$ cat src/rtl/netreg_pkg.sv
`timescale 1ns/1ps
package netreg_pkg;

    localparam int REG_IDX_W      = 5;
    localparam int DATA_W_DEF     = 32;
    localparam int NUM_NET_DEF    = 4;
    localparam int FIFO_DEPTH_DEF = 4;
    localparam int MAP_BASE_DEF   = 24;

    typedef logic [REG_IDX_W-1:0] reg_idx_t;

    // One register reference of an instruction: enable plus number
    typedef struct packed {
        logic     en;
        reg_idx_t idx;
    } reg_ref_t;

    function automatic logic idx_in_window(input reg_idx_t idx, input int base, input int count);
        return (int'(idx) >= base) && (int'(idx) < base + count);
    endfunction

endpackage

$ cat src/rtl/netreg_fifo.sv
`timescale 1ns/1ps
module netreg_fifo #(
    parameter int DATA_W = 32,
    parameter int DEPTH  = 4
) (
    input  logic              clk,
    input  logic              rst,
    input  logic              push,
    input  logic [DATA_W-1:0] push_data,
    input  logic              pop,
    output logic [DATA_W-1:0] head,
    output logic              full,
    output logic              empty
);
    localparam int PTR_W = (DEPTH > 1) ? $clog2(DEPTH) : 1;
    localparam int CNT_W = $clog2(DEPTH + 1);
    localparam logic [PTR_W-1:0] LAST_PTR = PTR_W'(DEPTH - 1);
    localparam logic [CNT_W-1:0] FULL_CNT = CNT_W'(DEPTH);

    logic [DATA_W-1:0] mem [DEPTH];
    logic [PTR_W-1:0]  wr_ptr;
    logic [PTR_W-1:0]  rd_ptr;
    logic [CNT_W-1:0]  cnt;

    function automatic logic [PTR_W-1:0] bump(input logic [PTR_W-1:0] p);
        return (p == LAST_PTR) ? '0 : p + 1'b1;
    endfunction

    always_ff @(posedge clk) begin
        if (rst) begin
            wr_ptr <= '0;
            rd_ptr <= '0;
            cnt    <= '0;
        end else begin
            if (push) wr_ptr <= bump(wr_ptr);
            if (pop)  rd_ptr <= bump(rd_ptr);
            case ({push, pop})
                2'b10:   cnt <= cnt + 1'b1;
                2'b01:   cnt <= cnt - 1'b1;
                default: ;
            endcase
        end
    end

    always_ff @(posedge clk) begin
        if (push) mem[wr_ptr] <= push_data;
    end

    assign head  = mem[rd_ptr];
    assign full  = (cnt == FULL_CNT);
    assign empty = (cnt == '0);


    no_overflow_chk: assert property (@(posedge clk) disable iff (rst) push |-> !full);

    no_underflow_chk: assert property (@(posedge clk) disable iff (rst) pop |-> !empty);

    count_track_chk: assert property (@(posedge clk) disable iff (rst)
        (push && !pop) |=> (cnt == $past(cnt) + 1'b1));

endmodule

$ cat src/rtl/netreg_decode.sv
`timescale 1ns/1ps
module netreg_decode
    import netreg_pkg::*;
#(
    parameter int NUM_NET  = 4,
    parameter int MAP_BASE = 24
) (
    input  reg_ref_t           r_i,
    output logic               hit_o,
    output logic [NUM_NET-1:0] sel_o
);
    always_comb begin
        hit_o = r_i.en && idx_in_window(r_i.idx, MAP_BASE, NUM_NET);
        sel_o = '0;
        for (int n = 0; n < NUM_NET; n++) begin
            if (r_i.en && (int'(r_i.idx) == MAP_BASE + n)) sel_o[n] = 1'b1;
        end
    end
endmodule

$ cat src/rtl/netreg_issue.sv
`timescale 1ns/1ps
module netreg_issue #(
    parameter int NUM_NET = 4
) (
    input  logic               clk,
    input  logic               rst,
    input  logic               iss_valid,
    input  logic [NUM_NET-1:0] pop_need,
    input  logic [NUM_NET-1:0] push_need,
    input  logic [NUM_NET-1:0] in_empty,
    input  logic [NUM_NET-1:0] out_full,
    input  logic               dst_en,
    input  logic               dst_hit,
    output logic               stall,
    output logic               fire,
    output logic [NUM_NET-1:0] pop,
    output logic [NUM_NET-1:0] push,
    output logic               rf_we
);
    logic blocked;

    always_comb begin
        blocked = (|(pop_need & in_empty)) || (|(push_need & out_full));
        stall   = iss_valid && blocked;
        fire    = iss_valid && !blocked;
        pop     = pop_need  & {NUM_NET{fire}};
        push    = push_need & {NUM_NET{fire}};
        rf_we   = fire && dst_en && !dst_hit;
    end


    pop_on_empty_chk: assert property (@(posedge clk) disable iff (rst) !(|(pop & in_empty)));

    push_on_full_chk: assert property (@(posedge clk) disable iff (rst) !(|(push & out_full)));

    mapped_dst_rf_chk: assert property (@(posedge clk) disable iff (rst) rf_we |-> !dst_hit);

endmodule

$ cat src/rtl/netreg_port.sv
`timescale 1ns/1ps
module netreg_port
    import netreg_pkg::*;
#(
    parameter int DATA_W     = DATA_W_DEF,
    parameter int NUM_NET    = NUM_NET_DEF,
    parameter int FIFO_DEPTH = FIFO_DEPTH_DEF,
    parameter int MAP_BASE   = MAP_BASE_DEF
) (
    input  logic                      clk,
    input  logic                      rst,
    input  logic                      iss_valid,
    input  logic                      src_a_en,
    input  logic [REG_IDX_W-1:0]      src_a_idx,
    input  logic                      src_b_en,
    input  logic [REG_IDX_W-1:0]      src_b_idx,
    input  logic                      dst_en,
    input  logic [REG_IDX_W-1:0]      dst_idx,
    input  logic [DATA_W-1:0]         rf_a_data,
    input  logic [DATA_W-1:0]         rf_b_data,
    input  logic [DATA_W-1:0]         res_data,
    output logic [DATA_W-1:0]         op_a,
    output logic [DATA_W-1:0]         op_b,
    output logic                      stall,
    output logic                      issue_fire,
    output logic                      rf_we,
    input  logic [NUM_NET-1:0]        net_in_valid,
    input  logic [NUM_NET*DATA_W-1:0] net_in_data,
    output logic [NUM_NET-1:0]        net_in_ready,
    output logic [NUM_NET-1:0]        net_out_valid,
    output logic [NUM_NET*DATA_W-1:0] net_out_data,
    input  logic [NUM_NET-1:0]        net_out_ready
);
    reg_ref_t ref_a, ref_b, ref_d;
    logic a_hit, b_hit, d_hit;
    logic [NUM_NET-1:0] a_sel, b_sel, d_sel;
    logic [NUM_NET-1:0] pop, push;
    logic [NUM_NET-1:0] in_full, in_empty, out_full, out_empty;
    logic [DATA_W-1:0]  in_head  [NUM_NET];
    logic [DATA_W-1:0]  out_head [NUM_NET];

    assign ref_a = '{en: src_a_en, idx: src_a_idx};
    assign ref_b = '{en: src_b_en, idx: src_b_idx};
    assign ref_d = '{en: dst_en,   idx: dst_idx};

    netreg_decode #(.NUM_NET(NUM_NET), .MAP_BASE(MAP_BASE)) u_dec_a (.r_i(ref_a), .hit_o(a_hit), .sel_o(a_sel));
    netreg_decode #(.NUM_NET(NUM_NET), .MAP_BASE(MAP_BASE)) u_dec_b (.r_i(ref_b), .hit_o(b_hit), .sel_o(b_sel));
    netreg_decode #(.NUM_NET(NUM_NET), .MAP_BASE(MAP_BASE)) u_dec_d (.r_i(ref_d), .hit_o(d_hit), .sel_o(d_sel));

    netreg_issue #(.NUM_NET(NUM_NET)) u_issue (
        .clk       (clk),
        .rst       (rst),
        .iss_valid (iss_valid),
        .pop_need  (a_sel | b_sel),
        .push_need (d_sel),
        .in_empty  (in_empty),
        .out_full  (out_full),
        .dst_en    (dst_en),
        .dst_hit   (d_hit),
        .stall     (stall),
        .fire      (issue_fire),
        .pop       (pop),
        .push      (push),
        .rf_we     (rf_we)
    );

    for (genvar n = 0; n < NUM_NET; n++) begin : g_net
        netreg_fifo #(.DATA_W(DATA_W), .DEPTH(FIFO_DEPTH)) u_in_q (
            .clk       (clk),
            .rst       (rst),
            .push      (net_in_valid[n] & ~in_full[n]),
            .push_data (net_in_data[n*DATA_W +: DATA_W]),
            .pop       (pop[n]),
            .head      (in_head[n]),
            .full      (in_full[n]),
            .empty     (in_empty[n])
        );
        netreg_fifo #(.DATA_W(DATA_W), .DEPTH(FIFO_DEPTH)) u_out_q (
            .clk       (clk),
            .rst       (rst),
            .push      (push[n]),
            .push_data (res_data),
            .pop       (net_out_ready[n] & ~out_empty[n]),
            .head      (out_head[n]),
            .full      (out_full[n]),
            .empty     (out_empty[n])
        );
        assign net_out_data[n*DATA_W +: DATA_W] = out_head[n];
    end

    assign net_in_ready  = ~in_full;
    assign net_out_valid = ~out_empty;

    // Operand forwarding: a mapped source takes its network's head word
    always_comb begin
        op_a = a_hit ? '0 : rf_a_data;
        op_b = b_hit ? '0 : rf_b_data;
        for (int n = 0; n < NUM_NET; n++) begin
            if (a_sel[n]) op_a = op_a | in_head[n];
            if (b_sel[n]) op_b = op_b | in_head[n];
        end
    end


    single_pop_chk: assert property (@(posedge clk) disable iff (rst)
        (a_hit && b_hit && (src_a_idx == src_b_idx)) |-> ($countones(pop) <= 1));

endmodule

$ cat config.mk
export PLATFORM = sky130hd
export DESIGN_NAME = netreg_port
export DESIGN_NICKNAME = d
export VERILOG_FILES = /design/src/rtl/netreg_pkg.sv /design/src/rtl/netreg_fifo.sv /design/src/rtl/netreg_decode.sv /design/src/rtl/netreg_issue.sv /design/src/rtl/netreg_port.sv
export SDC_FILE = /design/constraint.sdc
export NUM_CORES = 1
export LEC_CHECK = 0
export ABC_AREA = 1
export BUFFER_PORTS_ARGS = -buffer_cell sky130_fd_sc_hd__buf_2
export CAP_MARGIN = 40
export CELL_PAD_IN_SITES_DETAIL_PLACEMENT = 1
export CELL_PAD_IN_SITES_GLOBAL_PLACEMENT = 1
export CORE_MARGIN = 2
export CORE_UTILIZATION = 30
export DETAILED_ROUTE_END_ITERATION = 8
export PLACE_DENSITY = 0.62
export SYNTH_ARGS = -nofsm -noshare
export SYNTH_HDL_FRONTEND = slang
export SYNTH_SLANG_ARGS = --single-unit
$ cat constraint.sdc
create_clock -name clk -period 5.05 [get_ports clk]
set_clock_uncertainty 0.15 [all_clocks]
set_input_delay 1.01 -clock clk [delete_from_list [all_inputs] [get_ports clk]]
set_output_delay 1.01 -clock clk [all_outputs]
set_load 0.005 [all_outputs]
==> qor.txt, run 1 <==
Status: finished clean
Tcrit/Tclk final: 86.38%
Post-route ant nets: 0
Placer's final routability congestion estimate: 0.9771
CP Capture Type: output port
Finish-stage setup viols: 0
Most used cell along the critical path: buf_4
Clk slew on worst S/H paths: 0.06 ns
CP Depth: 8
Cell taking the most area after synthesis: edfxtp_1
Largest vdd supply drop: 280.6 µV
Final Core Density: 36.42%
First-pass GRT wire length: 206.0 mm
Reg2reg end: g_net[1].u_out_q.cnt[2]
Initial antenna violation count: 62
Rel. slew slack: 37.00%
Hold buffer count at CTS: 0
Vias per cell: 5.076
Cell Chain, Critical Path: buf_4 > inv_1 > buf_4 > o21ai_0 > o22ai_1 > nand2_1 > o211ai_1 > buf_2
P per Cell Area: 398.0 nW/µm²
RSZ-0062 raised after global routing: false
Chip width: 385.2 µm
Placed instance area: 48600 µm²
Seq/Total Area, Yosys: 73.83%
IO buf count: 455
Clock buffer count from CTS: 118
Critical Path RT: 3.89 ns
Largest net degree at the start of global routing: 65
Worst Path Arrival: 3.20 ns
Synth warn: 0
Reg2Reg Setup Slack: 2.17 ns
Clk buf depth: 3
DP HPWL: 98.94 mm
Synth Flop Type: edfxtp_1
#FFs+latches synth: 1096
Reg2Reg Depth: 12
CP peak stage delay: 0.61 ns
Total Routed Length: 144.4 mm
Vias in the first global route: 29640
Slowest CP cell: o22ai_1
Top delay family on crit path: buffers and inverters
Post-Syn Area: 43600 µm²
HP Class: in -> reg
Number of violations of the max-capacitance limit: 0
Worst setup endpoint: op_b[3]
CTS tree: done
Nets: 4182
FILL cells: 15480
Setup Fix Bufs, Post-CTS: 0
EDFF count, synth: 1024
# rows: 139
Die area: 148400 µm²
CTS H-tree lvls: 3
Worst slew pin tran: 0.9449 ns
Synthesized area per cell: 12.85 µm²
# IOs: 456
Netlist cell types: 42
Setup tns final: 0 ns
TritonRoute pass-1 iters: 5
Synth top area cells: edfxtp_1 (71%), o21ai_0 (5.1%), nor2_1 (4.0%), nand2_1 (3.9%), dfxtp_1 (3.3%)
Clk Latency, worst-skew pair: 0.73 ns
Grt ovf: 0
Worst Setup Start Kind: flip-flop
Die Y: 385.2 µm
Fin crit period: 4.362 ns
Cell count after synthesis: 3392
RR Startpoint: g_net[0].u_in_q.cnt[0]
DR iter-0 viols: 2124
Max Slew Vio Count: 0
Fmax: 229.3 MHz
Post-synth ARST share: 0%
Crit path buf inv count: 4
Core area: 144000 µm²
DR vias: 29940
Fin. Hold Viols: 0
Initial core utilization: 30.28%
Clock root cell: clkbuf_16
Clock sink count: 1096
CTS resizes: 0
Most frequent cells in the layout: edfxtp_1 (1024), buf_2 (455), nand2_1 (449)
Layout cells sized above 1: 19.67%
Max FO, Critical Path: 18
Final Cell Area: 52440 µm²
Most common cell after layout, fill and taps aside: edfxtp_1
Mapped Nets: 3701
Total track usage: 19.04%
Critical path type: reg -> out
Area growth, synth to finish: 20.28%
Leakage power total: 18.60 nW
Drt drc: 0
Wire per inst: 24.48 µm
Share of the synthesized area in the top cell type: 70.52%
## cell usage after synthesis (17+ instances only)
| library cell | n |
|---|---|
| ha_1 | 48 |
| nand3_1 | 75 |
| buf_1 | 19 |
| a31oi_1 | 18 |
| o221ai_1 | 30 |
| inv_1 | 118 |
| o21ai_0 | 440 |
| o211ai_1 | 29 |
| a21oi_1 | 122 |
| o22ai_1 | 158 |
| o22a_1 | 17 |
| a32o_1 | 53 |
| nor2_1 | 467 |
| clkbuf_1 | 155 |
| dfxtp_1 | 72 |
| nand2_1 | 449 |
| edfxtp_1 | 1024 |
## power by group
group	internal [W]	switching, W	total (W)
logic	0.000690	0.00156	0.00225
clock network	0.00474	0.00361	0.00836
registers	0.0102	0.0000737	0.0103
## sequential cells by signal, summed over array words and instances (netlist names), named ones only
| register | cells |
|---|---|
| g_net.u_out_q.mem | 512 |
| g_net.u_out_q.cnt | 12 |
| g_net.u_in_q.cnt | 12 |
| g_net.u_in_q.mem | 512 |
| g_net.u_in_q.wr_ptr | 8 |
| g_net.u_out_q.wr_ptr | 8 |
| g_net.u_out_q.rd_ptr | 8 |
| g_net.u_in_q.rd_ptr | 8 |
## kinds of logic (layout without fill, tap and decap cells)
| logic type | Yosys count | after routing | share of synthesized area, % |
|---|---|---|---|
| AO/OA/AOI/OAI | 891 | 891 | 12.10 |
| flip-flops | 1096 | 1096 | 73.83 |
| buffers and inverters | 318 | 896 | 2.786 |
| adder cells (fa/ha/maj) | 56 | 56 | 1.745 |
| other | 0 | 25 | 0 |
| AND/OR/NAND/NOR | 1031 | 1031 | 9.539 |
## per-layer routing
layer | GRT usage (%) | vias to the layer above | wire, µm
li1 | - | 13490 | -
met1 | 24.95 | 15260 | 61730
met2 | 30.89 | 918 | 68210
met3 | 4.396 | 245 | 9461
met4 | 6.644 | 30 | 4793
met5 | 0 | - | 197
## stage by stage
stage / power, W / hold slack [ns] / cells / setup slack [ns]
global route: 0.02160 / 0.2833 / 5892 / 0.5609
CTS: 0.02110 / 0.2541 / 5871 / 0.5484
detailed placement: 0.01273 / 0.3231 / 5654 / 0.7825
floorplan: 0.01147 / 0.2938 / 3392 / 1.174
finish: 0.02087 / 0.3219 / 5898 / 0.6880
global placement: 0.01265 / 0.3085 / 5643 / 0.6945
## worst min path at each step
stage,start,endpoint,slack (ns),depth (start not counted)
after floorplan,g_net[1].u_out_q.cnt[0],g_net[1].u_out_q.cnt[0],0.29,1
after global placement,g_net[1].u_out_q.cnt[0],g_net[1].u_out_q.cnt[0],0.31,1
after detailed placement,g_net[3].u_out_q.cnt[0],g_net[3].u_out_q.cnt[0],0.32,1
after CTS,net_in_data[70],g_net[2].u_in_q.mem[0][6],0.25,1
after global routing,net_in_data[50],g_net[1].u_in_q.mem[2][18],0.28,1
final,net_in_data[23],g_net[0].u_in_q.mem[3][23],0.32,1
## worst reg2reg max path, delay by kind of cell, from the launching register on
| kind | cells | cell delay (ns) |
|---|---|---|
| adder cells (fa/ha/maj) | 2 | 0.58 |
| AND/OR/NAND/NOR | 5 | 1.07 |
| flip-flops | 1 | 0.34 |
| buffers and inverters | 1 | 0.07 |
| AO/OA/AOI/OAI | 4 | 0.48 |
## layout make-up
type | instances | area (µm²) | share of cell area, %
sequential | 1096 | 32200 | 61.40
multi-input combinational | 1978 | 10420 | 19.86
clock buffer | 153 | 3126 | 5.960
timing repair buffer | 547 | 3123 | 5.955
clock inverter | 64 | 638.1 | 1.217
tap | 1903 | 2381 | 4.540
inverter | 132 | 495.5 | 0.9448
antenna | 25 | 62.56 | 0.1193
(Power assumes the default switching activity.)
==> inputs of run 2 (changes only) <==
--- a/config.mk
+++ b/config.mk
@@ -6,14 +6,14 @@
 export NUM_CORES = 1
 export LEC_CHECK = 0
 export ABC_AREA = 1
-export BUFFER_PORTS_ARGS = -buffer_cell sky130_fd_sc_hd__buf_2
 export CAP_MARGIN = 40
 export CELL_PAD_IN_SITES_DETAIL_PLACEMENT = 1
 export CELL_PAD_IN_SITES_GLOBAL_PLACEMENT = 1
 export CORE_MARGIN = 2
 export CORE_UTILIZATION = 30
 export DETAILED_ROUTE_END_ITERATION = 8
-export PLACE_DENSITY = 0.62
+export DONT_BUFFER_PORTS = 1
+export PLACE_DENSITY = 0.59
 export SYNTH_ARGS = -nofsm -noshare
 export SYNTH_HDL_FRONTEND = slang
 export SYNTH_SLANG_ARGS = --single-unit
==> run 2 against run 1 <==
Net effect: sequential share of layout area is 2.8 points higher; clock-buffer cell count down 12; worst setup slack better by 0.22 ns.
==> qor.txt, run 2 (synthesis results as in run 1) <==
Status: finished clean
Hold buffer count at CTS: 0 (unchanged)
Worst slew pin tran: 0.8800 ns (-0.06498 ns)
FILL cells: 15260 (-1.4%)
Placer's final routability congestion estimate: 0.9138 (-6.5%)
Clk buf depth: 3 (unchanged)
Vias per cell: 5.119 (+0.85%)
Clock sink count: 1096 (unchanged)
Post-route ant nets: 0 (unchanged)
Max Slew Vio Count: 0 (unchanged)
Fmax: 241.3 MHz (+5.3%)
Worst Setup Start Kind: input pin
First-pass GRT wire length: 198.8 mm (-3.5%)
Most frequent cells in the layout: edfxtp_1 (1024), nand2_1 (449), o21ai_0 (440)
Fin. Hold Viols: 0 (unchanged)
Die area: 148400 µm² (unchanged)
TritonRoute pass-1 iters: 7 (+2)
Core area: 144000 µm² (unchanged)
P per Cell Area: 405.8 nW/µm² (+2.0%)
Clk Latency, worst-skew pair: 0.74 ns (about the same)
Initial core utilization: 30.28% (unchanged)
CTS H-tree lvls: 3 (unchanged)
Critical path type: in -> out
Number of violations of the max-capacitance limit: 0 (unchanged)
IO buf count: 0 (-100%)
Fin crit period: 4.144 ns (-0.2180 ns)
Power Total: 0.02036 W (-2.5%)
Largest net degree at the start of global routing: 65 (unchanged)
# rows: 139 (unchanged)
Vias in the first global route: 27590 (-6.9%)
DR vias: 27730 (-7.4%)
Max FO, Critical Path: 22 (+4)
Area growth, synth to finish: 15.06%
RSZ-0062 raised after global routing: false
Setup Fix Bufs, Post-CTS: 0 (unchanged)
Largest vdd supply drop: 335.8 µV (+20%)
Worst Path Arrival: 2.98 ns (-0.22 ns)
Finish-stage setup viols: 0 (unchanged)
Drt drc: 0 (unchanged)
Rel. slew slack: 41.34% (+4.3 points)
Initial antenna violation count: 17 (-73%)
Chip width: 385.2 µm (unchanged)
Setup tns final: 0 ns (unchanged)
Clk slew on worst S/H paths: 0.06 ns (about the same)
HP Class: in -> reg
Wire per inst: 25.93 µm (+5.9%)
Die Y: 385.2 µm (unchanged)
DP HPWL: 95.76 mm (-3.2%)
Nets: 3724 (-11%)
CP Capture Type: output port
Tcrit/Tclk final: 82.06% (-4.3 points)
Clock buffer count from CTS: 115 (-2.5%)
Layout cells sized above 1: 9.342% (-10 points)
Total Routed Length: 140.4 mm (-2.7%)
DR iter-0 viols: 2077 (-2.2%)
Total track usage: 18.53% (-0.51 points)
Clock root cell: clkbuf_16
Final Core Density: 34.84% (-1.6 points)
Grt ovf: 0 (unchanged)
Critical Path RT: 3.89 ns (about the same)
CTS resizes: 0 (unchanged)
Most common cell after layout, fill and taps aside: edfxtp_1
Leakage power total: 16.83 nW (-9.5%)
# IOs: 456 (unchanged)
Largest registers: g_net.u_in_q.mem (512), g_net.u_out_q.mem (512)
CTS tree: done
run 2: final cells by class:
type / count / area, µm² / share of cell area [%]
Sequential cell: 1096 / 32200 / 64.19
Antenna cell: 2 / 5.005 / 0.009976
Clock buffer: 141 / 2995 / 5.971
Timing Repair Buffer: 92 / 918.4 / 1.831
Clock inverter: 72 / 733.2 / 1.462
Tap cell: 1903 / 2381 / 4.746
Multi-Input combinational cell: 1978 / 10440 / 20.80
Inverter: 132 / 495.5 / 0.9877
run 2: final timing paths:
path                                 end  slack (ns)  cells after the start               startpoint
max                             op_b[30]        0.91                      8             src_b_idx[3]
min          g_net[1].u_out_q.mem[3][13]        0.18                      0             res_data[13]
max reg2reg       g_net[3].u_in_q.cnt[2]        2.27                     14  g_net[0].u_out_q.cnt[2]
min reg2reg      g_net[2].u_out_q.cnt[0]        0.33                      1  g_net[2].u_out_q.cnt[0]
run 2: metal layers:
metal	global-route usage (%)	part of all wire, %	wire, µm
met1	23.62	42	58330
met2	29.96	47	65690
met3	5.829	8.7	12240
met4	5.829	2.9	4101
met5	0	0.042	59
run 2: where the power goes:
| group | leakage, nW | switching [W] | internal, W | total (W) |
|---|---|---|---|---|
| sequential | 9.89 | 0.0000757 | 0.0102 | 0.0103 |
| combinational | 5.14 | 0.00131 | 0.000449 | 0.00176 |
| clock | 1.81 | 0.00363 | 0.00470 | 0.00833 |
run 2: through the flow:
| step | std cells | setup slack (ns) | hold slack [ns] | area (µm²) |
|---|---|---|---|---|
| after floorplan | 3392 | 1.174 | 0.2938 | 43600 |
| after global placement | 5187 | 1.038 | 0.3079 | 46100 |
| after detailed placement | 5201 | 0.9984 | 0.3158 | 46430 |
| after CTS | 5414 | 0.9277 | 0.1190 | 50160 |
| after global routing | 5414 | 0.7846 | 0.1414 | 50160 |
| final | 5416 | 0.9061 | 0.1828 | 50170 |
run 2: critical path, stage by stage:
cell and delay [ns]:
nand2_1 0.06, nor2_2 0.25, nand2_1 0.56, buf_4 0.43
nand2_1 0.08, o21ai_0 0.08, nor2_1 0.26, o221ai_1 0.24
==> inputs of run 3 (changes only) <==
--- a/config.mk
+++ b/config.mk
@@ -13,7 +13,7 @@
 export CORE_UTILIZATION = 30
 export DETAILED_ROUTE_END_ITERATION = 8
 export DONT_BUFFER_PORTS = 1
-export PLACE_DENSITY = 0.59
+export PLACE_DENSITY = 0.61
 export SYNTH_ARGS = -nofsm -noshare
 export SYNTH_HDL_FRONTEND = slang
 export SYNTH_SLANG_ARGS = --single-unit
==> constraint.sdc (replaced) <==
create_clock -name clk -period 3.65 [get_ports clk]
set_clock_uncertainty 0.15 [all_clocks]
set_input_delay 0.73 -clock clk [delete_from_list [all_inputs] [get_ports clk]]
set_output_delay 0.73 -clock clk [all_outputs]
set_load 0.005 [all_outputs]
==> run 3 against run 2 <==
Net effect: first-iteration DRC count is 9.0% higher; clock-buffer cell count up 7; core utilization grew 1.5 points; design area increased by 4.3%; sequential power up 38%; global-route usage up 0.13 points; clock power rose by 43%; critical path type is now reg -> out; critical endpoint is now op_a[20]; largest cell class unchanged.
==> qor.txt, run 3 (synthesis results as in run 1) <==
Core area: 144000 µm² (unchanged)
Critical Path RT: 2.77 ns (-1.12 ns)
Max Slew Vio Count: 0 (unchanged)
Tcrit/Tclk final: 96.23%
Clock root cell: clkbuf_16
CTS H-tree lvls: 3 (unchanged)
Worst Setup Start Kind: flip-flop
# rows: 139 (unchanged)
Clk Latency, worst-skew pair: 0.75 ns (about the same)
Fin crit period: 3.512 ns
Crit path buf inv count: 1 (unchanged)
Clk slew on worst S/H paths: 0.06 ns (about the same)
CTS tree: done
Final Cell Area: 52320 µm² (+4.3%)
Post-route ant nets: 0 (unchanged)
Placed instance area: 46810 µm² (+0.80%)
Status: finished clean
Most frequent cells in the layout: edfxtp_1 (1024), nand2_1 (449), o21ai_0 (440)
Finish-stage setup viols: 0 (unchanged)
Most common cell after layout, fill and taps aside: edfxtp_1
Largest vdd supply drop: 557.2 µV (+66%)
# IOs: 456 (unchanged)
CP peak stage delay: 0.58 ns (+0.02 ns)
Clock buffer count from CTS: 117 (+1.7%)
IO buf count: 0 (unchanged)
Die area: 148400 µm² (unchanged)
Rel. slew slack: 44.12% (+2.8 points)
Critical path type: reg -> out
Worst slew pin tran: 0.8355 ns (-0.04450 ns)
Vias in the first global route: 28530 (+3.4%)
Grt ovf: 0 (unchanged)
Drt drc: 0 (unchanged)
Fmax: 284.7 MHz
Area growth, synth to finish: 19.98%
Cell Chain, Critical Path: buf_4 > a21oi_1 > a32o_1 > o221ai_1
Worst Path Arrival: 2.63 ns (-0.35 ns)
Nets: 3929 (+5.5%)
First-pass GRT wire length: 202.2 mm (+1.7%)
Initial antenna violation count: 38 (+21)
Fin Hold WS: 0.1301 ns (-0.05265 ns)
P per Cell Area: 553.5 nW/µm² (+36%)
Largest net degree at the start of global routing: 65 (unchanged)
Setup Fix Bufs, Post-CTS: 0 (unchanged)
DP HPWL: 95.49 mm (-0.28%)
FILL cells: 15260 (-0.020%)
TritonRoute pass-1 iters: 6 (-1)
Clk buf depth: 3 (unchanged)
Initial core utilization: 30.28% (unchanged)
Wire per inst: 25.27 µm (-2.6%)
Die Y: 385.2 µm (unchanged)
Total track usage: 18.66% (+0.13 points)
Vias per cell: 5.148 (+0.56%)
Top delay family on crit path: compound AO/OA/AOI/OAI gates
Setup tns final: 0 ns (unchanged)
DR iter-0 viols: 2263 (+9.0%)
Total Routed Length: 142.5 mm (+1.4%)
Placer's final routability congestion estimate: 0.9528 (+4.3%)
Clock sink count: 1096 (unchanged)
Leakage power total: 17.76 nW (+5.5%)
Slowest CP cell: buf_4
Max FO, Critical Path: 64 (+190%)
Fin. Hold Viols: 0 (unchanged)
HP Class: in -> reg
DR vias: 29020 (+4.7%)
RSZ-0062 raised after global routing: false
Chip width: 385.2 µm (unchanged)
CP Capture Type: output port
Number of violations of the max-capacitance limit: 0 (unchanged)
Layout cells sized above 1: 10.17% (+0.82 points)
Largest registers: g_net.u_in_q.mem (512), g_net.u_out_q.mem (512)
run 3: path summary, 6_finish.rpt:
kind,depth (start not counted),slack [ns],start,to
worst max register to register,14,0.98,g_net[2].u_in_q.cnt[0],g_net[2].u_in_q.cnt[2]
worst min register to register,2,0.32,g_net[0].u_out_q.rd_ptr[1],flip-flop
worst max-delay path,4,0.14,flip-flop,op_a[20]
worst min-delay path,4,0.13,iss_valid,flip-flop
run 3: timing repair:
action / CTS / global route
hold buffers: 161 / 0
resized for setup: 1 / 6
endpoints found under the hold margin: 1031 / 0
endpoints found under the setup margin: 5 / 10
run 3: per-layer routing:
layer / up-vias / track usage, % / wire length [µm]
met1: 14700 / 24.37 / 60230
li1: 12970 / - / -
met2: 1034 / 29.48 / 65590
met3: 295 / 5.062 / 10920
met5: - / 0 / 181
met4: 26 / 7.234 / 5536
run 3: layout make-up:
class / instances / area (µm²) / area share (%)
sequential: 1096 / 32200 / 61.55
multi-input combinational: 1978 / 10440 / 19.95
clock buffer: 148 / 3044 / 5.819
timing repair buffer: 295 / 2922 / 5.585
tap: 1903 / 2381 / 4.551
clock inverter: 69 / 785.8 / 1.502
inverter: 132 / 500.5 / 0.9567
antenna: 17 / 42.54 / 0.08132
run 3: through the flow:
stage | setup WS, ns | power (W) | std cells | utilization (%)
5_1_grt | 0.003193 | 0.02987 | 5630 | 36.32
4_1_cts | 0.009994 | 0.02921 | 5621 | 36.28
3_5_place_dp | 0.3259 | 0.01698 | 5243 | 32.50
2_1_floorplan | 0.05432 | 0.01586 | 3392 | -
3_3_place_gp | 0.3766 | 0.01692 | 5243 | 32.50
6_report | 0.1377 | 0.02896 | 5638 | 36.33
run 3: power by group:
group          internal (W)  switching, W  leakage (nW)
logic              0.000750       0.00206          6.00
registers            0.0141      0.000127          9.89
clock network       0.00691       0.00502          1.86
total                0.0218       0.00720          17.8
run 3: tightest hold or removal path: stages:
cell and delay, ns:
nand4_2 0.11, nand2_1 0.06, nand2_1 0.05, nor2_1 0.04
